<file path="config.mk">
export PLATFORM = sky130hd
export DESIGN_NAME = i2c_cfg_bank
export DESIGN_NICKNAME = d
export VERILOG_FILES = /design/src/rtl/i2c_cfg_bank_pkg.sv /design/src/rtl/i2c_cfg_bank_ctrl.sv /design/src/rtl/i2c_cfg_bank_regs.sv /design/src/rtl/i2c_cfg_bank.sv
export SDC_FILE = /design/constraint.sdc
export NUM_CORES = 1
export LEC_CHECK = 0
export BUFFER_PORTS_ARGS = -buffer_cell sky130_fd_sc_hd__buf_2
export CAP_MARGIN = 20
export CORE_MARGIN = 3
export CORE_UTILIZATION = 35
export DETAILED_ROUTE_END_ITERATION = 12
export SYNTH_ARGS = -nofsm -noshare
export SYNTH_HDL_FRONTEND = slang
export SYNTH_HIERARCHICAL = 1
export SYNTH_SLANG_ARGS = --single-unit
export TNS_END_PERCENT = 5
</file>
<file path="constraint.sdc">
create_clock -name clk -period 5.88 [get_ports clk]
set_clock_uncertainty 0.2 [all_clocks]
set_input_delay 0.882 -clock clk [delete_from_list [all_inputs] [get_ports clk]]
set_output_delay 0.882 -clock clk [all_outputs]
set_load 0.01 [all_outputs]
</file>
<file path="src/rtl/i2c_cfg_bank_pkg.sv">
package i2c_cfg_bank_pkg;
  typedef struct packed {
    logic       wrEn;
    logic [7:0] wrIdx;
    logic [7:0] wrData;
    logic [7:0] rdIdx;
  } regStrobe_t;

  typedef enum logic [2:0] {
    ST_IDLE, ST_RX, ST_RXACK, ST_TX, ST_TXACK
  } busState_t;

  typedef enum logic [1:0] {
    PH_ADDR, PH_COUNT, PH_DATA
  } rxPhase_t;
endpackage

</file>
<file path="src/rtl/i2c_cfg_bank_ctrl.sv">
module i2c_cfg_bank_ctrl
  import i2c_cfg_bank_pkg::*;
#(
  parameter logic [6:0] DEV_ADDR = 7'h69
) (
  input  logic       clk,
  input  logic       rstN,
  input  logic       sclI,
  input  logic       sdaI,
  input  logic [7:0] rdByte,
  input  logic [7:0] rdCount,
  output regStrobe_t stb,
  output logic       sdaO,
  output logic       sdaOe
);
  logic [1:0] sclSync, sdaSync;
  logic       sclPrev, sdaPrev;
  logic       sclNow, sdaNow, sclRise, sclFall, startDet, stopDet;

  always_ff @(posedge clk or negedge rstN) begin
    if (!rstN) begin
      sclSync <= 2'b11;
      sdaSync <= 2'b11;
      sclPrev <= 1'b1;
      sdaPrev <= 1'b1;
    end else begin
      sclSync <= {sclSync[0], sclI};
      sdaSync <= {sdaSync[0], sdaI};
      sclPrev <= sclSync[1];
      sdaPrev <= sdaSync[1];
    end
  end

  assign sclNow   = sclSync[1];
  assign sdaNow   = sdaSync[1];
  assign sclRise  = sclNow & ~sclPrev;
  assign sclFall  = ~sclNow & sclPrev;
  assign startDet = sclNow & sclPrev & sdaPrev & ~sdaNow;
  assign stopDet  = sclNow & sclPrev & ~sdaPrev & sdaNow;

  busState_t  state;
  rxPhase_t   phase;
  logic [3:0] bitCnt;
  logic [7:0] shiftReg, wrLeft, idx, rdSent, wrIdxQ, wrDataQ;
  logic       isRead, masterAck, wrEnQ;

  assign stb = '{wrEn: wrEnQ, wrIdx: wrIdxQ, wrData: wrDataQ, rdIdx: rdSent};

  always_ff @(posedge clk or negedge rstN) begin
    if (!rstN) begin
      state     <= ST_IDLE;
      phase     <= PH_ADDR;
      bitCnt    <= '0;
      shiftReg  <= '0;
      wrLeft    <= '0;
      idx       <= '0;
      rdSent    <= '0;
      isRead    <= 1'b0;
      masterAck <= 1'b0;
      wrEnQ     <= 1'b0;
      wrIdxQ    <= '0;
      wrDataQ   <= '0;
      sdaO      <= 1'b0;
      sdaOe     <= 1'b0;
    end else begin
      wrEnQ <= 1'b0;
      if (startDet) begin
        state  <= ST_RX;
        phase  <= PH_ADDR;
        bitCnt <= '0;
        rdSent <= '0;
        sdaOe  <= 1'b0;
      end else if (stopDet) begin
        state <= ST_IDLE;
        sdaOe <= 1'b0;
      end else begin
        unique case (state)
          ST_RX: begin
            if (sclRise && bitCnt < 4'd8) begin
              shiftReg <= {shiftReg[6:0], sdaNow};
              bitCnt   <= bitCnt + 4'd1;
            end else if (sclFall && bitCnt == 4'd8) begin
              bitCnt <= '0;
              unique case (phase)
                PH_ADDR: begin
                  if (shiftReg[7:1] == DEV_ADDR) begin
                    isRead <= shiftReg[0];
                    state  <= ST_RXACK;
                    sdaO   <= 1'b0;
                    sdaOe  <= 1'b1;
                  end else begin
                    state <= ST_IDLE;
                  end
                end
                PH_COUNT: begin
                  wrLeft <= shiftReg;
                  idx    <= '0;
                  phase  <= PH_DATA;
                  state  <= ST_RXACK;
                  sdaO   <= 1'b0;
                  sdaOe  <= 1'b1;
                end
                default: begin
                  if (wrLeft != 8'd0) begin
                    wrEnQ   <= 1'b1;
                    wrIdxQ  <= idx;
                    wrDataQ <= shiftReg;
                    idx     <= idx + 8'd1;
                    wrLeft  <= wrLeft - 8'd1;
                    state   <= ST_RXACK;
                    sdaO    <= 1'b0;
                    sdaOe   <= 1'b1;
                  end else begin
                    state <= ST_IDLE;
                  end
                end
              endcase
            end
          end
          ST_RXACK: begin
            if (sclFall) begin
              if (phase == PH_ADDR && isRead) begin
                if (rdCount != 8'd0) begin
                  shiftReg <= rdByte;
                  sdaO     <= rdByte[7];
                  sdaOe    <= 1'b1;
                  rdSent   <= rdSent + 8'd1;
                  bitCnt   <= '0;
                  state    <= ST_TX;
                end else begin
                  sdaOe <= 1'b0;
                  state <= ST_IDLE;
                end
              end else begin
                sdaOe <= 1'b0;
                state <= ST_RX;
                if (phase == PH_ADDR) phase <= PH_COUNT;
              end
            end
          end
          ST_TX: begin
            if (sclFall) begin
              if (bitCnt == 4'd7) begin
                sdaOe <= 1'b0;
                state <= ST_TXACK;
              end else begin
                shiftReg <= {shiftReg[6:0], 1'b0};
                sdaO     <= shiftReg[6];
                bitCnt   <= bitCnt + 4'd1;
              end
            end
          end
          ST_TXACK: begin
            if (sclRise) masterAck <= ~sdaNow;
            if (sclFall) begin
              if (masterAck && rdSent < rdCount) begin
                shiftReg <= rdByte;
                sdaO     <= rdByte[7];
                sdaOe    <= 1'b1;
                rdSent   <= rdSent + 8'd1;
                bitCnt   <= '0;
                state    <= ST_TX;
              end else begin
                state <= ST_IDLE;
              end
            end
          end
          default: ;
        endcase
      end
    end
  end
endmodule

</file>
<file path="src/rtl/i2c_cfg_bank_regs.sv">
module i2c_cfg_bank_regs
  import i2c_cfg_bank_pkg::*;
#(
  parameter int         CFG_BYTES = 6,
  parameter logic [7:0] ID_BYTE   = 8'h1F,
  parameter logic [7:0] COUNT_RST = 8'h1E
) (
  input  logic                   clk,
  input  logic                   rstN,
  input  regStrobe_t             stb,
  input  logic                   pciStopN,
  input  logic [1:0]             fsStrap,
  output logic [7:0]             rdByte,
  output logic [7:0]             rdCount,
  output logic [CFG_BYTES*8-1:0] cfgOut
);
  localparam logic [7:0] ID_IDX  = 8'(CFG_BYTES + 1);
  localparam logic [7:0] CNT_IDX = 8'(CFG_BYTES + 2);

  logic [CFG_BYTES*8-1:0] cfgFlat;
  logic [7:0]             countQ;
  logic [1:0]             strapQ, pciSync;
  logic                   strapDone;
  logic [7:0]             statusByte;

  always_ff @(posedge clk or negedge rstN) begin
    if (!rstN) begin
      cfgFlat   <= '0;
      countQ    <= COUNT_RST;
      strapQ    <= '0;
      strapDone <= 1'b0;
      pciSync   <= 2'b11;
    end else begin
      pciSync <= {pciSync[0], pciStopN};
      if (!strapDone) begin
        strapQ    <= fsStrap;
        strapDone <= 1'b1;
      end
      if (stb.wrEn) begin
        if (stb.wrIdx == CNT_IDX) countQ <= stb.wrData;
        for (int k = 0; k < CFG_BYTES; k++) begin
          if (stb.wrIdx == 8'(k + 1)) cfgFlat[k*8 +: 8] <= stb.wrData;
        end
      end
    end
  end

  assign statusByte = {4'b0000, pciSync[1], 1'b0, strapQ};

  always_comb begin
    rdByte = 8'h00;
    if (stb.rdIdx == 8'd0)         rdByte = statusByte;
    else if (stb.rdIdx == ID_IDX)  rdByte = ID_BYTE;
    else if (stb.rdIdx == CNT_IDX) rdByte = countQ;
    for (int k = 0; k < CFG_BYTES; k++) begin
      if (stb.rdIdx == 8'(k + 1)) rdByte = cfgFlat[k*8 +: 8];
    end
  end

  assign rdCount = countQ;
  assign cfgOut  = cfgFlat;
endmodule

</file>
<file path="src/rtl/i2c_cfg_bank.sv">
module i2c_cfg_bank
  import i2c_cfg_bank_pkg::*;
#(
  parameter logic [6:0] DEV_ADDR  = 7'h69,
  parameter int         CFG_BYTES = 6,
  parameter logic [7:0] ID_BYTE   = 8'h1F,
  parameter logic [7:0] COUNT_RST = 8'h1E
) (
  input  logic                   clk,
  input  logic                   rstN,
  input  logic                   sclI,
  input  logic                   sdaI,
  output logic                   sdaO,
  output logic                   sdaOe,
  input  logic                   pciStopN,
  input  logic [1:0]             fsStrap,
  output logic [CFG_BYTES*8-1:0] cfgOut
);
  regStrobe_t regStb;
  logic [7:0] rdByte, rdCount;

  i2c_cfg_bank_ctrl #(.DEV_ADDR(DEV_ADDR)) u_ctrl (
    .clk(clk), .rstN(rstN), .sclI(sclI), .sdaI(sdaI),
    .rdByte(rdByte), .rdCount(rdCount), .stb(regStb),
    .sdaO(sdaO), .sdaOe(sdaOe)
  );

  i2c_cfg_bank_regs #(
    .CFG_BYTES(CFG_BYTES), .ID_BYTE(ID_BYTE), .COUNT_RST(COUNT_RST)
  ) u_regs (
    .clk(clk), .rstN(rstN), .stb(regStb), .pciStopN(pciStopN),
    .fsStrap(fsStrap), .rdByte(rdByte), .rdCount(rdCount), .cfgOut(cfgOut)
  );
endmodule

</file>
# Word-level counts from Yosys, hierarchy flattened

Index checks and enable logic that the tools add are counted.
W data, S select, Z words.

Input port bits: 7
Bits in registers: 129

Reductions and logical operators: 33
Bitwise operators: 16
Mux-type cells: 101
Equal/unequal tests: 58
$add $sub $neg: 4
$lt $le $gt $ge: 2

Operator list:

| cell                  | count |
|---|---|
| $mux W8               | 26 |
| $eq A8 B3 Y1 const B  | 7 |
| $pmux W8 S2           | 3 |
| $mux W4               | 11 |
| $reduce_and A7 Y1     | 5 |
| $eq A8 B2 Y1 const B  | 4 |
| $ne A4 B1 Y1 const B  | 8 |
| $pmux W8 S4           | 1 |
| $mux W1               | 31 |
| $ne A3 B1 Y1 const B  | 9 |
| $mux W2               | 13 |
| $mux W3               | 8 |
| $reduce_and A10 Y1    | 2 |
| $ne A2 B1 Y1 const B  | 9 |
| $add A8 B1 Y8 const B | 2 |
| $eq A8 B1 Y1 const B  | 2 |
| $eq A8 B4 Y1 const B  | 2 |
| $pmux W4 S4           | 1 |
| $reduce_bool A8 Y1    | 2 |
| $reduce_and A14 Y1    | 1 |
| $reduce_and A2 Y1     | 7 |
| $ne A3 B2 Y1 const B  | 4 |
| $pmux W3 S4           | 1 |
| $reduce_and A11 Y1    | 1 |
| other kinds (32)      | 54 |

# Longest topological paths before layout

Word-level depth: 14
Gate-level depth with buffers: 10
Gate-level depth less buffers: 8

# By module

The synthesis kept the hierarchy.

By module, submodules not included:

| module            | cells each | area an instance (µm²) | seq. area each (µm²) | times used |
|---|---|---|---|---|
| i2c_cfg_bank_ctrl | 383        | 3862.5                 | 1709.1               | 1 |
| i2c_cfg_bank_regs | 260        | 3085.5                 | 1534.0               | 1 |

# Worst setup path after synthesis

OpenSTA, ideal clock, no wires.

Path kind: flip-flop to flip-flop
Start point: reg u_regs.countQ[1], in the netlist u_regs/rdCount[1]
End point: reg u_ctrl.shiftReg[0]
Path buffers: 2
Clock period less this slack: 2429 ps
Stages on the path, launching flop included: 10
Required time: 5552 ps
Data arrival time: 2101 ps
Setup slack: 3451 ps
Cells stage by stage: dfstp_2 -> inv_1 -> ha_1 -> a2111oi_2 -> o31ai_1 -> buf_6 -> a211o_1 -> buf_2 -> nand2_1 -> o21ai_0

Longest elaborated chain between the ends: 4
Elaborated cells between the ends (all ways): 6
Those cells by class: 1 x order compare; 2 x eq/ne; 3 x reduce/logical

RTL lines:

| element                                 | RTL line                 | source |
|---|---|---|
| from (decl)                             | i2c_cfg_bank_regs.sv:21  | `logic [7:0] countQ;` |
| from (signal assigned)                  | i2c_cfg_bank_regs.sv:40  | `if (stb.wrIdx == CNT_IDX) countQ <= stb.wrData;` |
| $lt A8 B8 Y1                            | i2c_cfg_bank_ctrl.sv:156 | `if (masterAck && rdSent < rdCount) begin` |
| $logic_and A1 B1 Y1                     | i2c_cfg_bank_ctrl.sv:156 |  |
| $ne A2 B1 Y1 (no source line)           | n/a                      |  |
| $reduce_and A11 Y1 (no source line) (*) | n/a                      |  |
| to (signal assigned)                    | i2c_cfg_bank_ctrl.sv:124 | `shiftReg <= rdByte;` |
| to (signal assigned)                    | i2c_cfg_bank_ctrl.sv:147 | `shiftReg <= {shiftReg[6:0], 1'b0};` |
| to (signal assigned)                    | i2c_cfg_bank_ctrl.sv:157 | `shiftReg <= rdByte;` |
| to (decl)                               | i2c_cfg_bank_ctrl.sv:44  | `logic [7:0] shiftReg, wrLeft, idx, rdSent, wrIdxQ, wrDataQ;` |

Mark *: on every way between the ends. The rest lies on a longest branch, timed or not.
A chain may end at the register's enable or synchronous reset.

# Final worst setup path

Start point: reg u_ctrl.sclPrev
End point: reg u_ctrl.wrLeft[3]

Longest elaborated chain between the ends: 5
Elaborated cells between the ends (all ways): 14
Those cells by class: 11 x bitwise; 3 x reduce/logical

RTL lines:

| element                                     | RTL line                                                                  | source |
|---|---|---|
| from (decl)                                 | i2c_cfg_bank_ctrl.sv:17                                                   | `logic sclPrev, sdaPrev;` |
| from (signal assigned)                      | i2c_cfg_bank_ctrl.sv:29                                                   | `sclPrev <= sclSync[1];` |
| $and A1 B1 Y1 or $not A1 Y1 (tied branches) | i2c_cfg_bank_ctrl.sv:38, i2c_cfg_bank_ctrl.sv:39, i2c_cfg_bank_ctrl.sv:36 |  |
| $and A1 B1 Y1 (on tied branches)            | i2c_cfg_bank_ctrl.sv:38, i2c_cfg_bank_ctrl.sv:36, i2c_cfg_bank_ctrl.sv:39 |  |
| $and A1 B1 Y1, or another cell as far along | i2c_cfg_bank_ctrl.sv:38                                                   | `assign startDet = sclNow & sclPrev & sdaPrev & ~sdaNow;` |
| $not A1 Y1 (no source line)                 | n/a                                                                       |  |
| $reduce_and A7 Y1 (no source line) (*)      | n/a                                                                       |  |
| to (signal assigned)                        | i2c_cfg_bank_ctrl.sv:96                                                   | `wrLeft <= shiftReg;` |
| to (signal assigned)                        | i2c_cfg_bank_ctrl.sv:109                                                  | `wrLeft <= wrLeft - 8'd1;` |
| to (decl)                                   | i2c_cfg_bank_ctrl.sv:44                                                   |  |

Marked as above.

==> key figures <==
Outcome
  • Status: complete, no violations

Clocking
  • H-tree levels: 4
  • Cts bufs inserted: 17
  • Clock Pin Slew Worst Setup and Hold Paths: 0.07 ns
  • Clk sinks: 129
  • CTS tree: built
  • Setup bufs post-CTS: 0
  • # resized after CTS: 0
  • Hold buffer count at cts: 0
  • CTS Root Cell: clkbuf_16
  • Clk buf depth: 2
  • Skew-Pair Late Insertion Delay: 0.42 ns

Min path
  • HP Class: reg -> reg
  • Hold EP: u_ctrl/sdaSync[1]
  • Min-delay src: u_ctrl/sdaSync[0]
  • Cell depth of the worst hold path: 0

Worst setup path
  • Worst path required time: 5.96 ns
  • Crit Path Max Fanout: 11
  • Reg2reg end: u_ctrl/wrLeft[3]
  • Flop2flop setup slack: 2.94 ns
  • Worst setup path start: u_ctrl/sclPrev
  • Crit Path Class: reg -> reg
  • Cell breakdown of the critical path: nor2b_1, nand4_2, or3_1, o21ai_0, o21ai_0
  • Critical path data arrival time: 3.02 ns
  • Bufs and invs on worst path: 0
  • Slowest cell on crit path: nor2b_1
  • CP endpoint kind: register
  • Crit path max-delay family: simple AND/OR/NAND/NOR gates
  • Startpoint types: register
  • CP max stage delay: 0.71 ns
  • Crit path top cell by count: o21ai_0
  • Worst Reg2Reg Path Length in Cells: 5
  • FF-to-FF Start: u_ctrl/sclPrev

Global routing
  • Number of global-route vias before repair: 5422
  • Tot GR Track Use: 17.3%
  • First-pass GRT wire length: 30000 microns
  • Congestion Overflow GR: 0
  • Pin count of the biggest net entering global routing: 68
  • Initial antenna violation count: 0

Cells and area
  • Layout area overhead: 16.1%
  • Post-route cell area: 0.00807 sq mm
  • Layout cells sized above 1: 29.6%
  • Fill count: 1804
  • Final nets: 714
  • Antenna cells: 0

Synth
  • Syn Nets: 663
  • Post-synthesis sequential area ratio: 46.7%
  • Syn_area_per_cell: 10.8 sq um
  • Post-synth top cells: dfrtp_1 (117), mux2_2 (77), a21oi_1 (40)
  • Compound-Gate Fraction of Synth Area: 16.4%
  • Yosys cell types: 79
  • Largest family of logic cells by synthesized area: compound AO/OA/AOI/OAI gates
  • Syn Inst Count: 643
  • Post-synthesis mux area share: 15.2%
  • Most common cell in the netlist: dfrtp_1
  • Fraction of registers with async set/reset: 100%
  • Synthesized area: 0.00695 sq mm
  • Synth area leaders: dfrtp_1 (42%), mux2_2 (12%), dfstp_2 (4.5%), a21oi_1 (2.9%), mux2i_1 (2.7%)
  • Synth area leader: dfrtp_1
  • Post-Synth Simple-Gate Area: 14.7%
  • Xor/xnor share of the synthesized area: 1.01%
  • Yosys top cell area share: 42.1%
  • Yosys reg bits: 129
  • Ys flop type: dfrtp_1
  • Post-synth EDFFs: 0
  • Synth Area in Adders: 2.34%
  • Yosys warning count: 6

Timing
  • Tmin final: 2.94 ns
  • Worst Slack Setup Final: 2.94 ns
  • Worst slew margin: 35.0%
  • Worst Tran Pin Value: 0.973 ns
  • Endpoints failing setup: 0
  • Unrepaired setup endpoints after global routing: false
  • Fin. max-slew vios: 0
  • Setup TNS: 0 ns
  • Max Fclk: 340 MHz
  • Fin. Hold Viols: 0
  • Period utilization: 50.0%

Floorplanning
  • Core area: 0.0191 sq mm
  • I/O pin cnt: 57
  • Initial core utilization: 36.4%
  • Row Count: 50
  • Die Ht: 147 microns
  • Die Wd: 147 microns
  • Total die area: 0.0216 sq mm

Drt
  • # DRC: 0
  • Vias per cell: 5.53
  • DRT Wirelength: 18400 microns
  • Routed via count: 5348
  • Antenna Nets Post-Route: 0
  • Pre-antenna DRT Iters: 5
  • WL/cell: 19.1 microns
  • Initial DRC Count: 482

Pwr
  • Pwr Density: 369 mW/mm^2
  • Maximum vdd drop: 0.221 mV
  • Lkg Pwr: 3.76 nW

Placement
  • DPL Wire Length: 13000 microns
  • DP Worst Slack: 2.73 ns
  • Placer Congestion: 0.865
  • Input/output buffers: 56
  • Area after DPL: 0.00742 sq mm

Job
  • Max-capacitance violation count: 0
state kept, by name, indices dropped and copies added, names as in the netlist, 2 cells and up:
signal	count
u_ctrl/wrDataQ	8
u_ctrl/wrLeft	8
u_regs/rdCount	8
u_ctrl/rdSent	8
u_ctrl/sclSync	2
u_regs/cfgOut	48
u_regs/pciSync	2
u_ctrl/wrIdxQ	8
u_ctrl/sdaSync	2
u_ctrl/idx	8
u_ctrl/shiftReg	8
u_regs/strapQ	2
u_ctrl/phase	2
u_ctrl/bitCnt	4
u_ctrl/state	3
power breakdown:
group	total (mW)	internal (mW)	switching (mW)
sequential	1.07	0.946	0.126
clock	1.03	0.570	0.462
combinational	0.869	0.358	0.511
total	2.97	1.87	1.10
per-stage QoR:
stage               total power [mW]  util, %  hold slack (ns)  instances
floorplan                       1.68        -            0.145        643
global route                    3.15     42.3            0.159        967
detailed placement              1.90     38.9            0.149        932
finish                          2.97     42.3            0.156        967
CTS                             2.95     41.9            0.158        964
global placement                1.89     38.9            0.149        932
placed cells by master (no fill, tap or decap), types with 4 or more instances in the layout:
cell and count:
inv_6 5, clkbuf_16 17, a211oi_1 6, or3_1 4
nor2b_1 10, inv_8 7, and3_1 9, mux2_2 77
buf_4 6, nand2b_1 10, o22ai_1 12, o21ai_0 36
o22a_1 5, mux2i_1 19, ha_1 13, nand4b_1 5
a21oi_1 40, dfstp_2 12, nand3_1 11, nor3b_1 5
a22oi_1 11, xor2_1 7, nand2_1 36, a31oi_1 5
a21o_1 7, dfrtp_1 117, nor2_1 39, nand4_1 5
o221ai_1 6, inv_1 23, nor3_1 11, buf_2 55
worst register-to-register path, delay by kind of cell (launching register included):
kind | cells | cell delay [ns]
flip-flops | 1 | 0.59
AO/OA/AOI/OAI | 2 | 0.31
AND/OR/NAND/NOR | 3 | 1.72
worst max path at each step:
stage / endpoint / slack [ns] / cells past startpoint
global placement: u_ctrl/bitCnt[0] / 2.85 / 7
global route: u_ctrl/wrLeft[3] / 2.71 / 5
finish: u_ctrl/wrLeft[3] / 2.94 / 5
detailed placement: u_ctrl/bitCnt[0] / 2.73 / 7
CTS: u_ctrl/bitCnt[0] / 2.73 / 7
floorplan: u_ctrl/shiftReg[0] / 3.45 / 9
final cells by class:
class                           count  area (sq um)  share of cell area [%]
Clock buffer                       17           425                    5.27
Clock inverter                     15           155                    1.92
Inverter                           23          86.3                    1.07
Multi-Input combinational cell    460          3450                    42.8
Sequential cell                   129          3240                    40.2
Tap cell                          260           325                    4.03
Timing Repair Buffer               63           375                    4.65
logic make-up after synthesis:
family,Yosys count
mux,96
other cells,1
buf+inv,54
flops,129
xor+xnor,8
fa+ha+maj,13
simple gates,176
compound gates,166
per-layer routing:
metal  global-route usage [%]  wire length (microns)  part of all wire [%]  up-vias
met4                     4.94                    234                   1.3        0
met2                     27.7                   8890                    48      145
met5                        0                      0                     0        -
li1                         -                      -                     -     2484
met1                     24.1                   8440                    46     2701
met3                     3.24                    877                   4.8       18
Note: power is estimated with default switching activity, not from simulation.
